**src/rtl/adc_seq_pkg.sv**
```systemverilog
package adc_seq_pkg;

  typedef enum logic [3:0] {
    S_RST_HI,   // reset pin held high after power-up
    S_RST_LO,   // reset pin low, signature read in progress
    S_FAULT,    // signature mismatch, parked
    S_IDLE,     // armed, waiting for a trigger
    S_GAP,      // waiting for period limit and a free output slot
    S_CONV,     // conversion start strobe low
    S_WAIT,     // waiting for BUSY to fall
    S_READ      // cs/rd low, result being captured
  } seq_state_e;

endpackage

```
**src/rtl/adc_down_timer.sv**
```systemverilog
module adc_down_timer #(
  parameter int W       = 8,
  parameter int RST_VAL = 0
) (
  input  logic         clk,
  input  logic         rst_n,
  input  logic         load,
  input  logic [W-1:0] val,
  output logic         expired
);

  logic [W-1:0] cnt_q;

  always_ff @(posedge clk or negedge rst_n) begin
    if (!rst_n)           cnt_q <= W'(RST_VAL);
    else if (load)        cnt_q <= val;
    else if (cnt_q != '0) cnt_q <= cnt_q - 1'b1;
  end

  assign expired = (cnt_q == '0);

  // Once run out, the timer stays run out until reloaded (supports R7, R11).
  assert_timer_sticky_R7: assert property (@(posedge clk) disable iff (!rst_n)
    expired && !load |=> expired);

endmodule

```
**src/rtl/adc_in_sync.sv**
```systemverilog
module adc_in_sync #(
  parameter int DW = 12
) (
  input  logic          clk,
  input  logic          rst_n,
  input  logic          busy_raw,
  input  logic [DW-1:0] data_raw,
  output logic          busy_fall,
  output logic [DW-1:0] data_s
);

  logic          busy_m, busy_s, busy_d;
  logic [DW-1:0] data_m;

  always_ff @(posedge clk or negedge rst_n) begin
    if (!rst_n) begin
      busy_m <= 1'b0;
      busy_s <= 1'b0;
      busy_d <= 1'b0;
      data_m <= '0;
      data_s <= '0;
    end else begin
      busy_m <= busy_raw;
      busy_s <= busy_m;
      busy_d <= busy_s;
      data_m <= data_raw;
      data_s <= data_m;
    end
  end

  assign busy_fall = busy_d & ~busy_s;

  // A detected falling edge is a single-cycle event.
  assert_fall_single_R5: assert property (@(posedge clk) disable iff (!rst_n)
    busy_fall |=> !busy_fall);

endmodule

```
**src/rtl/adc_stream_reg.sv**
```systemverilog
module adc_stream_reg #(
  parameter int DW = 12
) (
  input  logic          clk,
  input  logic          rst_n,
  input  logic          push,
  input  logic [DW-1:0] push_data,
  input  logic          push_last,
  input  logic          ready,
  output logic          valid,
  output logic [DW-1:0] data,
  output logic          last
);

  always_ff @(posedge clk or negedge rst_n) begin
    if (!rst_n) begin
      valid <= 1'b0;
      data  <= '0;
      last  <= 1'b0;
    end else if (push) begin
      valid <= 1'b1;
      data  <= push_data;
      last  <= push_last;
    end else if (ready) begin
      valid <= 1'b0;
    end
  end

  // A word is only captured into an empty slot.
  assert_no_overflow_R9: assert property (@(posedge clk) disable iff (!rst_n)
    push |-> !valid);

  // A stalled word keeps its contents.
  assert_hold_stall_R9: assert property (@(posedge clk) disable iff (!rst_n)
    valid && !ready |=> valid && $stable(data) && $stable(last));

endmodule

```
**src/rtl/adc_burst_seq.sv**
```systemverilog
module adc_burst_seq
  import adc_seq_pkg::*;
#(
  parameter int           DW             = 12,
  parameter logic [11:0]  SIG_WORD       = 12'hFE0,
  parameter int           BURST_LEN      = 10,
  parameter int           RST_HI_CYC     = 300,
  parameter int           RST_LO_CYC     = 40,
  parameter int           RST_LO_MAX_CYC = 614,
  parameter int           CONVST_LO_CYC  = 3,
  parameter int           RD_CYC         = 4,
  parameter int           PERIOD_CYC     = 34,
  parameter int           TMO_CYC        = 100
) (
  input  logic          clk,
  input  logic          rst_n,
  input  logic          trigger,
  output logic          armed,
  output logic          fault_sig,
  output logic          fault_tmo,
  output logic          adc_convst_n,
  output logic          adc_cs_n,
  output logic          adc_rd_n,
  output logic          adc_pwd_rst,
  output logic          adc_byte,
  output logic          adc_apd_n,
  input  logic          adc_busy,
  input  logic [DW-1:0] adc_data,
  output logic          s_valid,
  input  logic          s_ready,
  output logic [DW-1:0] s_data,
  output logic          s_last
);

  localparam int TW = $clog2(RST_HI_CYC + RST_LO_CYC + TMO_CYC + PERIOD_CYC + 2) + 1;
  localparam int BW = $clog2(BURST_LEN + 1) + 1;
  localparam int LW = $clog2(RST_LO_MAX_CYC + 2) + 1;

  seq_state_e    state_q, state_d;
  logic          busy_fall;
  logic [DW-1:0] data_s;

  logic          ph_load, ph_exp;
  logic [TW-1:0] ph_val;
  logic          per_load, per_exp;
  logic          tmo_load, tmo_exp;

  logic [BW-1:0] remain_q, remain_d;
  logic          tmo_flag_q, tmo_flag_d;
  logic          push, out_free;

  logic          convst_q, rdcs_q, pwd_q;

  // ---------------------------------------------------------------- inputs
  adc_in_sync #(.DW(DW)) u_sync (
    .clk       (clk),
    .rst_n     (rst_n),
    .busy_raw  (adc_busy),
    .data_raw  (adc_data),
    .busy_fall (busy_fall),
    .data_s    (data_s)
  );

  // ---------------------------------------------------------------- timers
  adc_down_timer #(.W(TW), .RST_VAL(RST_HI_CYC - 1)) u_phase_tmr (
    .clk (clk), .rst_n (rst_n), .load (ph_load), .val (ph_val), .expired (ph_exp)
  );

  adc_down_timer #(.W(TW), .RST_VAL(0)) u_period_tmr (
    .clk (clk), .rst_n (rst_n), .load (per_load),
    .val (TW'(PERIOD_CYC - 1)), .expired (per_exp)
  );

  adc_down_timer #(.W(TW), .RST_VAL(0)) u_tmo_tmr (
    .clk (clk), .rst_n (rst_n), .load (tmo_load),
    .val (TW'(TMO_CYC - 1)), .expired (tmo_exp)
  );

  // ---------------------------------------------------------------- sequencer
  assign out_free = !s_valid || s_ready;

  always_comb begin
    state_d    = state_q;
    ph_load    = 1'b0;
    ph_val     = '0;
    per_load   = 1'b0;
    tmo_load   = 1'b0;
    remain_d   = remain_q;
    tmo_flag_d = tmo_flag_q;
    push       = 1'b0;
    unique case (state_q)
      S_RST_HI: begin
        if (ph_exp) begin
          state_d = S_RST_LO;
          ph_load = 1'b1;
          ph_val  = TW'(RST_LO_CYC - 1);
        end
      end
      S_RST_LO: begin
        if (ph_exp) state_d = (data_s == DW'(SIG_WORD)) ? S_IDLE : S_FAULT;
      end
      S_FAULT: state_d = S_FAULT;
      S_IDLE: begin
        if (trigger) begin
          state_d    = S_GAP;
          remain_d   = BW'(BURST_LEN);
          tmo_flag_d = 1'b0;
        end
      end
      S_GAP: begin
        if (per_exp && out_free) begin
          state_d  = S_CONV;
          ph_load  = 1'b1;
          ph_val   = TW'(CONVST_LO_CYC - 1);
          per_load = 1'b1;
          tmo_load = 1'b1;
        end
      end
      S_CONV: begin
        if (ph_exp) state_d = S_WAIT;
      end
      S_WAIT: begin
        if (busy_fall) begin
          state_d = S_READ;
          ph_load = 1'b1;
          ph_val  = TW'(RD_CYC - 1);
        end else if (tmo_exp) begin
          state_d    = S_IDLE;
          remain_d   = '0;
          tmo_flag_d = 1'b1;
        end
      end
      S_READ: begin
        if (ph_exp) begin
          push     = 1'b1;
          remain_d = remain_q - 1'b1;
          state_d  = (remain_q == BW'(1)) ? S_IDLE : S_GAP;
        end
      end
      default: state_d = S_FAULT;
    endcase
  end

  always_ff @(posedge clk or negedge rst_n) begin
    if (!rst_n) begin
      state_q    <= S_RST_HI;
      remain_q   <= '0;
      tmo_flag_q <= 1'b0;
      convst_q   <= 1'b1;
      rdcs_q     <= 1'b1;
      pwd_q      <= 1'b1;
    end else begin
      state_q    <= state_d;
      remain_q   <= remain_d;
      tmo_flag_q <= tmo_flag_d;
      convst_q   <= (state_d != S_CONV);
      rdcs_q     <= !((state_d == S_READ) || (state_d == S_RST_LO));
      pwd_q      <= (state_d != S_RST_LO);
    end
  end

  assign adc_convst_n = convst_q;
  assign adc_cs_n     = rdcs_q;
  assign adc_rd_n     = rdcs_q;
  assign adc_pwd_rst  = pwd_q;
  assign adc_byte     = 1'b0;
  assign adc_apd_n    = 1'b1;
  assign armed        = (state_q == S_IDLE);
  assign fault_sig    = (state_q == S_FAULT);
  assign fault_tmo    = tmo_flag_q;

  // ---------------------------------------------------------------- output
  adc_stream_reg #(.DW(DW)) u_out (
    .clk       (clk),
    .rst_n     (rst_n),
    .push      (push),
    .push_data (data_s),
    .push_last (remain_q == BW'(1)),
    .ready     (s_ready),
    .valid     (s_valid),
    .data      (s_data),
    .last      (s_last)
  );

  // ---------------------------------------------------------------- checks
  logic [TW-1:0] since_start_q;
  logic          cv_prev_q;
  logic [LW-1:0] lo_run_q;

  always_ff @(posedge clk or negedge rst_n) begin
    if (!rst_n) begin
      since_start_q <= TW'(PERIOD_CYC);
      cv_prev_q     <= 1'b1;
      lo_run_q      <= '0;
    end else begin
      cv_prev_q <= adc_convst_n;
      if (cv_prev_q && !adc_convst_n)               since_start_q <= TW'(1);
      else if (since_start_q < TW'(PERIOD_CYC))     since_start_q <= since_start_q + 1'b1;
      if (adc_pwd_rst)                              lo_run_q <= '0;
      else if (lo_run_q < LW'(RST_LO_MAX_CYC + 1))  lo_run_q <= lo_run_q + 1'b1;
    end
  end

  assert_period_R7: assert property (@(posedge clk) disable iff (!rst_n)
    cv_prev_q && !adc_convst_n |-> since_start_q >= TW'(PERIOD_CYC));

  assert_rst_window_R2: assert property (@(posedge clk) disable iff (!rst_n)
    lo_run_q < LW'(RST_LO_MAX_CYC));

  assert_read_not_in_conv_R8: assert property (@(posedge clk) disable iff (!rst_n)
    !(!adc_rd_n && !adc_convst_n));

  assert_fault_parked_R4: assert property (@(posedge clk) disable iff (!rst_n)
    fault_sig |=> fault_sig && adc_convst_n);

  assert_tmo_rearms_R11: assert property (@(posedge clk) disable iff (!rst_n)
    $rose(fault_tmo) |-> armed && !s_valid);

endmodule

```
**config.mk**
```make
export PLATFORM = sky130hd
export DESIGN_NAME = adc_burst_seq
export DESIGN_NICKNAME = d
export VERILOG_FILES = /design/src/rtl/adc_seq_pkg.sv /design/src/rtl/adc_down_timer.sv /design/src/rtl/adc_in_sync.sv /design/src/rtl/adc_stream_reg.sv /design/src/rtl/adc_burst_seq.sv
export SDC_FILE = /design/constraint.sdc
export NUM_CORES = 1
export LEC_CHECK = 0
export ABC_AREA = 1
export BUFFER_PORTS_ARGS = -buffer_cell sky130_fd_sc_hd__buf_2
export CAP_MARGIN = 20
export CORE_ASPECT_RATIO = 0.75
export CORE_MARGIN = 5
export CORE_UTILIZATION = 35
export DETAILED_ROUTE_END_ITERATION = 10
export PLACE_DENSITY = 0.52
export SLEW_MARGIN = 10
export SYNTH_ARGS = -nofsm -noshare
export SYNTH_HDL_FRONTEND = slang
export SYNTH_HIERARCHICAL = 1
export SYNTH_SLANG_ARGS = --single-unit
```
**constraint.sdc**
```tcl
create_clock -name clk -period 5.5 [get_ports clk]
set_clock_uncertainty 0.15 [all_clocks]
set_input_delay 0 -clock clk [delete_from_list [all_inputs] [get_ports clk]]
set_output_delay 0 -clock clk [all_outputs]
set_load 0.005 [all_outputs]
```
======== Word-level counts from Yosys, hierarchy flattened ========
Cells that the tools add are included.
cells by class
  equal/unequal tests ..................... 17
  $add $sub $neg .......................... 4
  reduce and logical (&&, ||, !) cells .... 20
  mux-type cells .......................... 38
  bitwise logic cells ..................... 2
operators with widths
  cell                                                count
  two-way mux 10 bit                                  6
  two-way mux 4 bit                                   8
  zero test 10 bit                                    3
  nonzero test 10 bit                                 3
  subtractor 10 x 1 -> 10 bit, second input constant  3
  one-hot mux 4 bit (7 select lines)                  1
  == test 4 x 3 -> 1 bit, second input constant       5
  two-way mux 5 bit                                   4
  one-hot mux 6 bit (3 select lines)                  1
  one-hot mux 5 bit (3 select lines)                  1
  == test 12 bit, second input constant               1
  two-way mux 1 bit                                   11
  nonzero test 2 bit                                  5
  == test 4 x 1 -> 1 bit, second input constant       2
  == test 4 x 2 -> 1 bit, second input constant       2
  != test 2 bit, second input constant                4
  two-way mux 6 bit                                   1
  == test 5 x 1 -> 1 bit, second input constant       1
  AND reduction 5 bit                                 1
  subtractor 5 x 1 -> 5 bit, second input constant    1
  zero test 4 bit                                     1
  two-way mux 2 bit                                   2
  != test 4 x 1 -> 1 bit, second input constant       1
  != test 4 x 3 -> 1 bit, second input constant       1
  10 further kinds                                    12
word-level totals
  output and inout bits ................... 23
  logic and storage cells ................. 98
  bits of input ports ..................... 17
  bits in registers ....................... 84

======== Longest topological paths before layout ========
Gate-level depths: netlist (run 1).
  depth in word-level cells ............... 8
  mapped depth ............................ 14

======== Cells and area by module ========
Netlist (run 1), hierarchy kept.
modules (own cells, without submodules)
  module                              area an instance (sq um)  sequential area each (sq um)  times used  cells an instance
  adc_down_timer at u_period_tmr ...  695.7                     250.2                         2           95
  adc_burst_seq                       945.9                     329.1                         1           139
  adc_down_timer at u_phase_tmr       701.9                     256.5                         1           95
  adc_in_sync                         685.7                     675.6                         1           29
  adc_stream_reg                      530.5                     350.3                         1           59

======== Worst setup path before layout (run 1) ========
No wires, ideal clock.
  path kind ............................... reg2reg
  from .................................... reg u_period_tmr.cnt_q[0]
  to ...................................... reg u_period_tmr.cnt_q[8]
  period minus slack after synthesis ...... 2.286 ns
  stages on the path, launching flop included .. 14
  slack ................................... 3.214 ns
  data arrival time ....................... 2.020 ns
  path buffers ............................ 0
  cells stage by stage .................... dfrtp_1 -> inv_1 -> ha_1 -> inv_1 -> nor2_2 -> nand4_2 -> nor2_2 -> a21boi_0 -> nand2_1 -> inv_1 -> inv_1 -> or2_2 -> nand2_1 -> nor2_1
on the way
  longest elaborated chain between the ends .. 5
  elaborated cells between the ends (all ways) .. 9
  those cells by class .................... add/sub (1); mux (4); reduce/logical (4)
ends and longest elaborated chain
  item                                                      RTL line              RTL
  start: declaration                                        adc_down_timer.sv:12  logic [W-1:0] cnt_q;
  start signal: assignment                                  adc_down_timer.sv:15  if (!rst_n) cnt_q <= W'(RST_VAL);
  start signal: assignment                                  adc_down_timer.sv:16  else if (load) cnt_q <= val;
  start signal: assignment                                  adc_down_timer.sv:17  else if (cnt_q != '0) cnt_q <= cnt_q - 1'b1;
  zero test 10 bit *                                        adc_down_timer.sv:20  assign expired = (cnt_q == '0);
  named net per_exp                                         adc_burst_seq.sv:45   logic per_load, per_exp;
  logical AND 1 bit *                                       adc_burst_seq.sv:111  if (per_exp && out_free) begin
  two-way mux 1 bit *                                       adc_burst_seq.sv:111
  two-way mux 1 bit *                                       adc_burst_seq.sv:91   unique case (state_q)
  named net per_load                                        adc_burst_seq.sv:45
  two-way mux 10 bit or nonzero test 2 bit (tied branches)  n/a
Mark *: on every way through the listed nets, which the timed path passes. The rest lies on a longest branch. The select of a mux whose other input is x is not followed.
A chain may end at the register's enable or synchronous reset.

======== Worst setup path in the final report (run 1) ========
Ends and elaborated chain as after synthesis.

==> results, run 1 <==
- Counting along the longest clock path gives a buffer depth of 2.
- STA classifies the critical path startpoint as a flip-flop.
- In the post-synthesis netlist, the biggest area contributors are sky130_fd_sc_hd__dfrtp_1 (45%), sky130_fd_sc_hd__nand2_1 (15%), sky130_fd_sc_hd__inv_1 (5.3%).
- The average instance in the mapped netlist occupies 8.31 sq um.
- Of the total power, the share spent switching nets is 0.291.
- The initial cell density of the core is 0.362.
- The total iterations of the first detailed-routing run is 6.
- Once detail routing completed, the nets flagged for antenna violations numbered 0.
- Max-cap violations in this run came to 0.
- The number of antenna diodes is 0.
- Of the synthesized area, sequential elements account for 0.496.
- The length of routed met3 wiring is 277 microns.
- The number of ports placed on the die boundary is 40.
- The unique cell type count in the Yosys netlist is 29.
- The initial detailed-routing violation count is 100.
- Of all cell types, the one taking the most synthesized area is sky130_fd_sc_hd__dfrtp_1.
- The initial antenna violation count is 0.
- Buffers inserted during clock tree synthesis total 9.
- The CTS tree is built.
- The worst-skew pair later-pin latency is 340 ps.
- The detail-routed net length per standard cell is between 10 and 15 microns.
- The library cell with the highest instance count after synthesis is sky130_fd_sc_hd__nand2_1.
- The kind of critical path is flip-flop to flip-flop.
- Synthesis handed over a netlist of 512 instances.
- The number of buffers inserted by port buffering is 37.
- Of the total power, combinational logic draws 0.138.
- Timing would allow up to 320 MHz.
- The number of global-route vias before repair is 3140.
- The most used cell along the critical path is sky130_fd_sc_hd__inv_1.
- After synthesis, the share of flip-flops with an asynchronous set or reset is 1.00.
- The share of post-route cells with drive strength above 1 is 0.221.
- In the finished design, the share of the clock period the worst path needs comes to 0.568.
- Traced cell by cell, the critical path runs through inv_1 > ha_1 > inv_1 > nor2_2 > nand4_2 > nor2_2 > a21boi_0 > nand2_1 > inv_1 > inv_1 > or2_2 > nand2_1 > nor2_1.
- The pin count of the biggest net entering global routing is 52.
- The relative max-transition margin is 0.452.
- The synthesized flop and latch total is 84.
- The number of design rule violations left after detail routing is 0.
- The uppermost layer routed is met4.
- Using the TritonRoute via totals, the vias-per-cell ratio works out to ~4.2.
- The routed layout has 3198 vias.
- The highest-delay cell along the critical path is sky130_fd_sc_hd__inv_1.
- Of the post-synthesis cell area, the dominant cell type holds 0.447.
- For this run, the number of standard cells in the final layout without fillers is 763.
- In the final layout, flip-flops and latches occupy 2110 sq um.
- The clock drives 84 sinks.
- The met1 routed wirelength after detailed routing is 4.36 mm.
- The die area is about 14000 sq um.
- The post-route standard cell area excluding fillers is between 5000 and 6000 sq um.
- Summing every instance area after synthesis gives 4260 sq um.
- The H-tree was split into 3 levels.
- Of the total power, the clock network draws 0.377.
- The required time at the worst-slack endpoint is between 5000 and 6000 ps.
- The clock root buffer master is sky130_fd_sc_hd__clkbuf_16.
- In this design, the stage delay of the slowest critical-path cell is 610 ps.
- The highest net fanout along the worst path is 29.
- The worst min-delay path class is input port to async pin.
- The count of fill cells added during filler insertion is roughly 1200.
- The clock period minus final worst setup slack is about 3100 ps.
- The chip width is about 140 microns.
- Internal power comes to 0.00110 W.
- The floorplan row count is 34.
- Clock-pin slew was measured on the worst setup and hold paths at 70 ps.
- The placer congestion estimate is roughly 0.79.
- After clock tree synthesis, the repair step resized 0 gates.
- The area occupied by multi-input gates is 1960 sq um.
- For the pin with the worst max-slew slack, the measured transition is 821 ps.
- The vertical die dimension is 105 microns.
- Hold timing on the final database bottoms out at a slack of 14.3 ps.
- The count of warnings emitted by yosys is 6.
- In this run the cell area measured after placement is 4700 sq um.
- The final hold violation count is 0.
- Summed over all cells, the static leakage comes to 2.60 nW.
- The flow ran to the end, and the final reports show no timing, DRC or antenna violations.
- Global routing finished with a remaining overflow of 0.
- The number of enable-type register cells in the synthesized netlist is 0.
- The total number of nets in the final design is 618.
- Of the total power, registers draw 0.484.
- The number of placed instances with taps included is 731.
- The final-report setup violation count is 0.
- In this run the power density over the cells is 300 nW/um^2.
- Setup repair after global routing left no endpoint under its margin.
- The first global-routing pass estimated 14.9 mm of wire.
- The global-route usage over all layers is 0.129.
- In the final timing run, aggregate negative setup slack is 0 ps.
- The routed wire length is 8.48 mm.
- The met2 wire length is 3.74 mm.
- At the worst endpoint, the arrival time is 3210 ps.
- The area growth from synthesis to layout is 21.0%.
- The slack of the critical path is 2380 ps.
- The most used flip-flop cell after synthesis is sky130_fd_sc_hd__dfrtp_1.
- Counting instances in the post-synthesis netlist gives the leading cell types as sky130_fd_sc_hd__nand2_1 (172), sky130_fd_sc_hd__dfrtp_1 (76), sky130_fd_sc_hd__inv_1 (60).
- The highest ir drop seen on vdd is ~0.00013 V.
- The area of the core is around 12000 sq um.
- The wire-length estimate of the detail-placed layout is 6.27 mm.
- The worst setup slack after placement is around 2300 ps.
- The number of slew-limit violations in the final report came to 0.
- The type of element capturing the critical path is a flip-flop.
- Summed over all nets, the switching power comes to 0.000449 W.
metal layers:
metal	global-route usage	vias up
met5	0	-
met4	0.0370	0
met1	0.179	1431
met2	0.197	33
li1	-	1726
met3	0.0362	8
timing repair:
item / in CTS / in global routing
hold buffers: 16 / 0
hold endpoints to repair: 51 / 0
setup buffers: 0 / 0
cells in the final DEF (no fill, tap or decap):
cell type	count
sky130_fd_sc_hd__a21boi_0	1
sky130_fd_sc_hd__a21oi_1	2
sky130_fd_sc_hd__buf_2	36
sky130_fd_sc_hd__buf_4	2
sky130_fd_sc_hd__clkbuf_16	9
sky130_fd_sc_hd__clkinv_4	1
sky130_fd_sc_hd__clkinvlp_4	1
sky130_fd_sc_hd__conb_1	29
sky130_fd_sc_hd__dfrtp_1	76
sky130_fd_sc_hd__dfstp_2	8
sky130_fd_sc_hd__dlygate4sd3_1	16
sky130_fd_sc_hd__ha_1	5
sky130_fd_sc_hd__inv_1	60
sky130_fd_sc_hd__inv_2	2
sky130_fd_sc_hd__inv_6	3
sky130_fd_sc_hd__inv_8	2
sky130_fd_sc_hd__nand2_1	172
sky130_fd_sc_hd__nand2_2	18
sky130_fd_sc_hd__nand2_4	1
sky130_fd_sc_hd__nand3_1	11
sky130_fd_sc_hd__nand3_2	6
sky130_fd_sc_hd__nand3b_1	1
sky130_fd_sc_hd__nand4_1	4
sky130_fd_sc_hd__nand4_2	3
sky130_fd_sc_hd__nand4_4	3
sky130_fd_sc_hd__nor2_1	39
sky130_fd_sc_hd__nor2_2	22
sky130_fd_sc_hd__nor2_4	11
sky130_fd_sc_hd__nor3_1	5
sky130_fd_sc_hd__o21ai_0	18
sky130_fd_sc_hd__o21ai_1	15
sky130_fd_sc_hd__o21bai_1	3
sky130_fd_sc_hd__or2_2	5
sky130_fd_sc_hd__xor2_1	11
power by group through the flow:
stage                     logic [W]  registers [W]  clock network [W]
after floorplan            0.000161       0.000745                  0
after global placement     0.000205       0.000756                  0
after detailed placement   0.000208       0.000759                  0
after CTS                  0.000218       0.000748           0.000608
after global routing       0.000249       0.000757           0.000634
final                      0.000214       0.000748           0.000583
worst paths after layout:
kind	from	end	slack (ps)	cells after the start
min reg2reg	u_sync/data_m[9]	u_sync/data_s[9]	200	0
max reg2reg	u_period_tmr/cnt_q[0]	u_period_tmr/cnt_q[8]	2380	13
min	rst_n	u_out/data[11]	10	2
min in group clk	adc_data[7]	u_sync/data_m[7]	150	2
max in group asynchronous	rst_n	u_tmo_tmr/cnt_q[2]	4200	3
max	u_period_tmr/cnt_q[0]	u_period_tmr/cnt_q[8]	2380	13
cells by family (layout without fill, tap and decap cells):
logic type               count (synthesis)  in the layout  synth area share
AND/OR/NAND/NOR                        301            301             0.348
flip-flops                              84             84             0.496
buffers and inverters                   70            132            0.0679
AO/OA/AOI/OAI                           39             39            0.0482
XOR/XNOR                                11             11            0.0226
adder cells (fa/ha/maj)                  5              5            0.0147
other                                    2             29           0.00176
metrics by stage:
stage           util  power [W]
2_1_floorplan      -   0.000907
3_3_place_gp   0.400   0.000961
3_5_place_dp   0.400   0.000967
4_1_cts        0.439    0.00157
5_1_grt        0.439    0.00164
6_report       0.439    0.00155
layout make-up:
cell class | count | share of cell area
repair buffers | 54 | 0.0690
inverters | 62 | 0.0452
clock buffers | 9 | 0.0437
well taps | 162 | 0.0394
clock inverters | 7 | 0.0126
flip-flops and latches | 84 | 0.410
multi-input cells | 385 | 0.380
critical path, delay by kind of cell, from the launching register on:
family | cells | cell delay (ps)
buffers and inverters | 4 | 1130
AOI/OAI and AO/OA | 1 | 200
DFF | 1 | 370
adders and majority gates | 1 | 220
and+or+nand+nor | 7 | 940
flip-flops by register name, indices dropped and copies added, names as in the netlist:
signal / flops
u_tmo_tmr/cnt_q: 10
adc_pwd_rst: 1
adc_convst_n: 1
u_out/data: 12
u_out/last: 1
remain_q: 5
u_sync/busy_m: 1
u_sync/busy_d: 1
u_period_tmr/cnt_q: 10
u_sync/data_m: 12
u_phase_tmr/cnt_q: 10
adc_cs_n: 1
state_q: 4
u_sync/data_s: 12
u_sync/busy_s: 1
u_out/valid: 1
fault_tmo: 1
Note: power is estimated with default switching activity, not from simulation.
==> inputs of run 2 (changes only) <==
- ABC_AREA: 1 -> 0
- clock period: 5.5 -> 3.2 ns (I/O delays scaled with it)
==> results, run 2 <==
- The clock root buffer master is sky130_fd_sc_hd__clkbuf_16.
- Summing every instance area after synthesis gives between 3000 and 4000 sq um.
- The share of total power dissipated in combinational logic is 0.109.
- The internal portion of the total power is 0.00194 W.
- The global routing met1 resource utilization is 0.169.
- The leakage power is 2.21 nW.
- Ranked by instance count, the synthesized netlist is headed by sky130_fd_sc_hd__dfrtp_1 (76), sky130_fd_sc_hd__nor2_1 (42), sky130_fd_sc_hd__nand2_1 (29).
- Data on the critical path is required at its endpoint by 3270 ps.
- Measured against its own limit, the worst slew margin works out to 0.632.
- The total number of nets in the final design is around 470.
- The global-route usage over all layers is 0.125.
- Timing would allow up to 389 MHz.
- Of the total power, the share spent switching nets is 0.257.
- The routed layout has around 2800 vias.
- The clock passes through at most 2 buffers.
- Including well taps, the total number of placed cells is 561.
- Dividing total power by cell area gives a power density of 537 nW/um^2.
- The register area share after synthesis is 0.536.
- For this design, the sink count on the clock tree is between 80 and 90.
- The most frequent standard cell in the layout excluding fill and tap cells is sky130_fd_sc_hd__dfrtp_1.
- The routed wire length is 7.85 mm.
- The layout has slightly above 1000 filler cells.
- On the worst path, the slowest cell contributes a delay of 540 ps.
- The number of ports placed on the die boundary is 40.
- The number of design rule violations left after detail routing is 0.
- The flow ran to the end, and the final reports show no timing, DRC or antenna violations.
- The area taken by flip-flops and latches is 2110 sq um.
- Of the available clock period, the critical path in the final layout requires 0.804.
- The library cell occupying the most area in the post-synthesis netlist is sky130_fd_sc_hd__dfrtp_1.
- The highest ir drop seen on vdd is 0.000405 V.
- The routing usage on met2 is 0.191.
- Buffers placed on the I/O ports in this run total 37.
- The HPWL after detailed placement is 5.72 mm.
- The final hold violation count is 0.
- The critical path buffer and inverter count is 2.
- Summing all placed instances gives a cell area of 4370 sq um.
- The kind of critical path is flip-flop to flip-flop.
- The analysis attributes to net switching a power of 0.000670 W.
- The placer congestion estimate is 0.812.
- The initial antenna violation count is 0.
- For this run the aggregate overflow at the end of global routing stands at 0.
- The CTS tree is built.
- During synthesis, Yosys emitted a total of 6 warnings.
- By instance count, the cell type seen most on the critical path is sky130_fd_sc_hd__inv_1.
- The global-route wire length before repair is 13.4 mm.
- The kind of launch point of the worst setup path is a flip-flop.
- The most used flip-flop cell after synthesis is sky130_fd_sc_hd__dfrtp_1.
- The highest net fanout along the worst path is 9.
- The worst min-delay path class is input port to async pin.
- In this run the remaining antenna-violating nets after routing total 0.
- The area of the core is 11000 sq um.
- The number of global-route vias before repair is approximately 2700.
- Data arrives at the worst endpoint at 2640 ps.
- From left edge to right edge, the die measures ~130 microns.
- The area occupied by multi-input gates is around 1800 sq um.
- The worst-skew pair later-pin latency is 340 ps.
- The share of synthesized area in the top cell type comes to 0.482.
- In this run the number of H-tree levels came out at 3.
- The detail-routed net length per standard cell is 13.2 microns.
- The worst setup slack after placement is 644 ps.
- Compared with the post-synthesis result, the final layout area differs by 23.1%.
- The largest registers in the layout are u_out/data: 12 flops, u_sync/data_m: 12 flops, u_sync/data_s: 12 flops.
- Yosys attributes the largest share of cell area to sky130_fd_sc_hd__dfrtp_1 (48%), sky130_fd_sc_hd__dfstp_2 (5.3%), sky130_fd_sc_hd__mux2_2 (4.6%).
- The library cell with the highest instance count after synthesis is sky130_fd_sc_hd__dfrtp_1.
- The synthesized area per cell is 10.8 sq um.
- The type of element capturing the critical path is a flip-flop.
- The register share of total power is 0.493.
- The final-report setup violation count is 0.
- The total iterations of the first detailed-routing run is 4.
- Of the total power, the clock network draws 0.398.
- Setup repair after global routing left no endpoint under its margin.
- In the routed layout, each cell is associated on average with a via count of 4.64.
- In the global route stage, met3 resource usage came out at 0.0399.
- Once layout is complete, the cells apart from fillers number 594.
- The slew at the pin with the worst max-slew slack is 547 ps.
- The die area is 13500 sq um.
- The peak-usage layer in the global routing report is met2.
- The number of slew-limit violations in the final report is 0.
- The first routing iteration left 114 violations.
- The post-synthesis async set-or-reset flop share is 1.00.
- The post-route standard cell area excluding fillers is a little under 5000 sq um.
- The initial cell density of the core is 0.359.
- The number of instances in the synthesized netlist is 365.
- The repair_antennas step left the layout with diodes totalling 0.
- The post-route setup TNS is 0 ps.
- The number of enable-type register cells in the synthesized netlist is 0.
- For this design, the slowest cell found on the critical path is sky130_fd_sc_hd__dfstp_2.
- Clock tree synthesis inserted a total of 9 buffers.
- The synthesized design contains 84 register bits.
- At the end of the flow the core is filled with cells to 0.442.
- The buffers inserted during post-CTS setup optimization is 0.
- The unique cell type count in the Yosys netlist is 56.
- Row generation in the floorplan step produced 33 rows.
- From bottom edge to top edge, the die measures 102 microns.
- Across the run, the number of max-cap violations was 0.
- The register clock-pin slew on the reported worst setup and hold paths is 60 ps.
- The top cell types in the final layout, fill and taps aside, are sky130_fd_sc_hd__dfrtp_1 (76), sky130_fd_sc_hd__nor2_1 (42), sky130_fd_sc_hd__buf_2 (36).
- The critical path goes through inv_1 > ha_1 > nor2b_1 > nand3_1 > inv_1 > a211oi_2 > or2_2 > nor2_1 > o32a_1.
- The slack of the critical path is 627 ps.
- Of the cells placed in the final design, the portion with a size suffix greater than 1 is 0.218.
- The clock period minus final worst setup slack is 2570 ps.
- The pin count of the biggest net entering global routing is 32.
- Broken down by cell family, the worst path's largest delay share belongs to compound AO/OA/AOI/OAI gates.
run 2: changes by cell type after synthesis, sizes merged, moves of 8 or more:
| cell | before | now |
|---|---|---|
| o21ai | 33 | 14 |
| nor2 | 72 | 42 |
| nor4 | 0 | 9 |
| mux2i | 0 | 13 |
| a21oi | 2 | 18 |
| nand4 | 10 | 0 |
| a211oi | 0 | 8 |
| mux2 | 0 | 16 |
| inv | 62 | 23 |
| xnor2 | 0 | 8 |
| nor2b | 0 | 15 |
| nand2 | 191 | 29 |
run 2: power by group through the flow:
stage | combinational [W] | sequential [W] | clock [W]
6_report | 0.000285 | 0.00129 | 0.00104
5_1_grt | 0.000332 | 0.00131 | 0.00111
4_1_cts | 0.000291 | 0.00129 | 0.00107
3_5_place_dp | 0.000269 | 0.00131 | 0
3_3_place_gp | 0.000262 | 0.00130 | 0
2_1_floorplan | 0.000199 | 0.00128 | 0
run 2: area by class of cell:
class	count	share of cell area
Sequential cell	84	0.435
Multi-Input combinational cell	271	0.364
Timing Repair Buffer	60	0.0851
Clock buffer	10	0.0472
Tap cell	140	0.0361
Inverter	23	0.0178
Clock inverter	6	0.0147
run 2: through the flow:
stage	hold WS, ps	total power, W
2_1_floorplan	-446	0.00148
3_5_place_dp	-203	0.00157
5_1_grt	32.2	0.00275
6_report	13.8	0.00261
3_3_place_gp	-204	0.00156
4_1_cts	9.77	0.00265
run 2: per-layer routing:
| layer | routed length (microns) | vias to the layer above |
|---|---|---|
| li1 | - | 1384 |
| met1 | 3910 | 1314 |
| met2 | 3520 | 52 |
| met3 | 339 | 5 |
| met4 | 80 | 0 |
| met5 | 0 | - |
run 2: repair_timing:
item | CTS | global route
gates resized for setup | 0 | 0
hold buffers | 17 | 0
hold endpoints to repair | 92 | 0
run 2: final timing paths:
| kind | endpoint | startpoint | depth (start not counted) | slack (ps) |
|---|---|---|---|---|
| setup / recovery | remain_q[1] | u_phase_tmr/cnt_q[0] | 9 | 630 |
| hold / removal | u_tmo_tmr/cnt_q[9] | rst_n | 3 | 10 |
| setup reg to reg | remain_q[1] | u_phase_tmr/cnt_q[0] | 9 | 630 |
| hold reg to reg | u_sync/data_s[7] | u_sync/data_m[7] | 0 | 200 |
| max in group asynchronous | adc_convst_n | rst_n | 3 | 2490 |
| min in group clk | u_sync/data_m[3] | adc_data[3] | 2 | 150 |
run 2: kinds of logic (layout without fill, tap and decap cells):
family / count (synthesis) / after routing / share of synthesized area
XOR/XNOR: 17 / 17 / 0.0378
multiplexers: 29 / 29 / 0.0787
buffers and inverters: 37 / 99 / 0.0419
AO/OA/AOI/OAI: 54 / 54 / 0.0904
flip-flops: 84 / 84 / 0.536
AND/OR/NAND/NOR: 137 / 137 / 0.198
adder cells (fa/ha/maj): 5 / 5 / 0.0159
other: 2 / 29 / 0.00190
run 2: worst min-delay path: stages:
cell                            delay, ps
sky130_fd_sc_hd__dlygate4sd3_1        520
sky130_fd_sc_hd__buf_4                140
sky130_fd_sc_hd__buf_12               190
==> inputs of run 3 (changes only) <==
- PLACE_DENSITY: 0.52 -> 0.54
- clock period: 3.2 -> 2.15 ns (I/O delays scaled with it)
==> results, run 3 (synthesis results as in run 2) <==
- The final hold slack is about 4 ps.
- No sink is reached through more buffers than the 2 on the longest clock path.
- The placer congestion estimate is just under 0.8.
- The H-tree generated during clock tree synthesis spans 3 levels.
- The clock period minus final worst setup slack is 2170 ps.
- The number of antenna diodes is 0.
- The layer flagged by global routing as most heavily used is met2.
- The total iterations of the first detailed-routing run is 4.
- The worst pin sits at a relative slew slack of 0.615.
- The total internal power is between 0.002 and 0.003 W.
- During placement, the flow inserted port buffers numbering 37.
- The number of sinks driven by the clock tree is 84.
- Dividing total power by cell area gives a power density of 742 nW/um^2.
- The routed design has 8.48 mm of wire.
- For the worst flop-to-flop path, the logic depth is 10.
- Clock tree synthesis selected as its root buffer the cell sky130_fd_sc_hd__clkbuf_16.
- The total via count after detailed routing is 2977.
- The final hold violation count is 0.
- The number of placed instances with taps included is 608.
- The power share of the combinational group is 0.135.
- In the final layout, flip-flops and latches occupy roughly 2100 sq um.
- Of the total power, the share spent switching nets is 0.264.
- The number of ports placed on the die boundary is 40.
- After detailed routing, the average wire length per cell comes to 13.1 microns.
- Of the total power, registers draw 0.470.
- The largest registers in the layout are u_out/data: 12 flops, u_sync/data_m: 12 flops, u_sync/data_s: 12 flops.
- The worst setup slack for register-to-register paths is -20 ps.
- The filler cells instantiated in the layout total 997.
- The library cells used most frequently in the layout, excluding fill and tap cells, are sky130_fd_sc_hd__dfrtp_1 (74), sky130_fd_sc_hd__buf_4 (57), sky130_fd_sc_hd__nor2_1 (38).
- The mean number of vias per cell is 4.60.
- The flow ran to the end, but the final reports show violations.
- The kind of launch point of the worst setup path is a flip-flop.
- For this design the static power due to leakage is 2.49 nW.
- The required time at the worst-slack endpoint is 2270 ps.
- The part of the total power dissipated in the clock network is 0.395.
- Entering global routing, the biggest net connects 35 pins.
- TritonCTS built the clock tree.
- Timing would allow up to 460 MHz.
- The initial antenna violation count was 0.
- The number of design rule violations left after detail routing is 0.
- The floorplan step set the die width to 133 microns.
- Of all nets on the critical path, the largest fanout is 6.
- The met3 capacity usage during global routing is 0.0325.
- The slack of the critical path is -22.7 ps.
- The slew at the pin with the worst max-slew slack is roughly 570 ps.
- In this run the critical register-to-register path is launched from u_phase_tmr/cnt_q[0].
- The kind of critical path is flip-flop to flip-flop.
- In the final layout, the share of cells above drive strength 1 is 0.357.
- The area of the core is 11000 sq um.
- The routing usage on met2 is 0.211.
- The first global-routing pass estimated 14.4 mm of wire.
- Setup repair after global routing could not meet its margin everywhere.
- Relative to the synthesized area, the layout overhead comes to 37.4%.
- The HPWL after detailed placement is 6.19 mm.
- Across the run, the number of max-cap violations was 0.
- Clock-pin slew was measured on the worst setup and hold paths at 70 ps.
- The die area is 13500 sq um.
- The number of antenna-violating nets in the routed design is 0.
- Across every metal layer, demand over resource in global routing totals 0.133.
- The switching power is 0.00106 W.
- The TritonCTS buffer count is 9.
- The type of element capturing the critical path is a flip-flop.
- The floorplan row count is 33.
- The final reports fail on setup timing.
- The clock reaches the later pin of the worst-skew pair after 340 ps.
- The area occupied by multi-input gates is 1890 sq um.
- The floorplan step set the die height to 102 microns.
- The final cycle utilization of the critical path is 1.01.
- Leaving out fill and tap cells, the most frequent cell in the layout is sky130_fd_sc_hd__dfrtp_1.
- The number of slew-limit violations in the final report is 0.
- The total grt overflow is 0.
- The global routing met1 resource utilization is 0.184.
- Setup violations remaining at the end of the flow were counted as 5.
- The min-delay analysis places its worst path in the category input port to async pin.
- The initial cell density of the core is 0.359.
- For this block, the initial DRC count from the detailed router was 178.
- The number of global-route vias before repair came to 2943.
- The final cell count without fillers is 647.
- IR analysis of the VDD net gives a maximum drop of 0.000317 V.
- The endpoint of the most critical register-to-register path is u_phase_tmr/cnt_q[1].
- The final layout contains around 520 nets.
- The data arrival time of the critical path is between 2000 and 2500 ps.
run 3: cell count changes in the layout (fill, tap and decap cells not counted), moves of 4 or more:
cell	delta
sky130_fd_sc_hd__inv_1	-6
sky130_fd_sc_hd__nor2b_1	-4
sky130_fd_sc_hd__buf_4	+50
sky130_fd_sc_hd__nor2_2	+4
sky130_fd_sc_hd__nor2_1	-4
run 3: timing repair:
action,4_1_cts,5_1_grt
pin swaps,4,10
hold buffers,16,0
endpoints found under the hold margin,96,0
resized for setup,11,21
buffers inserted,3,3
cloned,0,1
endpoints found under the setup margin,10,48
run 3: layer usage:
metal	wire length (microns)	vias to the layer above
met5	0	-
met3	326	8
li1	-	1494
met4	104	0
met1	4290	1419
met2	3760	56
run 3: power by group through the flow:
stage	Clock [W]	Combinational, W	Sequential [W]
2_1_floorplan	0	0.000299	0.00190
3_3_place_gp	0	0.000491	0.00191
3_5_place_dp	0	0.000493	0.00192
4_1_cts	0.00164	0.000524	0.00189
5_1_grt	0.00171	0.000620	0.00191
6_report	0.00159	0.000543	0.00189
run 3: layout make-up:
class                           instances  share of cell area
Multi-Input combinational cell        271               0.349
Clock inverter                          7              0.0148
Sequential cell                        84               0.390
Inverter                               23              0.0180
Timing Repair Buffer                  112               0.153
Clock buffer                            9              0.0416
Tap cell                              140              0.0323
Timing Repair inverter                  1            0.000924
run 3: critical path, cell delays in order (launching register included):
cell and delay (ps):
sky130_fd_sc_hd__dfstp_2 530, sky130_fd_sc_hd__inv_1 40, sky130_fd_sc_hd__ha_1 200, sky130_fd_sc_hd__nor2b_4 130, sky130_fd_sc_hd__nand3_2 100, sky130_fd_sc_hd__inv_4 50
sky130_fd_sc_hd__nand3_1 120, sky130_fd_sc_hd__nand3_1 180, sky130_fd_sc_hd__buf_4 190, sky130_fd_sc_hd__buf_4 150, sky130_fd_sc_hd__mux2_2 260
run 3: worst max path at each step:
stage | start | end | slack (ps) | cells past startpoint
floorplan | u_phase_tmr/cnt_q[0] | u_phase_tmr/cnt_q[5] | -50 | 12
global placement | u_tmo_tmr/cnt_q[1] | remain_q[3] | -7 | 10
detailed placement | u_phase_tmr/cnt_q[0] | adc_cs_n | -20 | 9
CTS | u_phase_tmr/cnt_q[1] | adc_cs_n | -20 | 11
global route | u_phase_tmr/cnt_q[1] | adc_pwd_rst | -130 | 9
finish | u_phase_tmr/cnt_q[0] | u_phase_tmr/cnt_q[1] | -20 | 10
run 3: per-stage QoR:
step                      total power, W  TNS (ps)  worst slack [ps]  cell area (sq um)   util
final                            0.00402     -75.1             -22.7               5420  0.493
after global placement           0.00240     -9.95             -7.17               4790  0.436
after global routing             0.00424     -1520              -131               5420  0.493
after CTS                        0.00405     -23.4             -23.4               5320  0.484
after floorplan                  0.00220      -126             -46.4               4080      -
after detailed placement         0.00241     -86.5             -21.7               4790  0.436
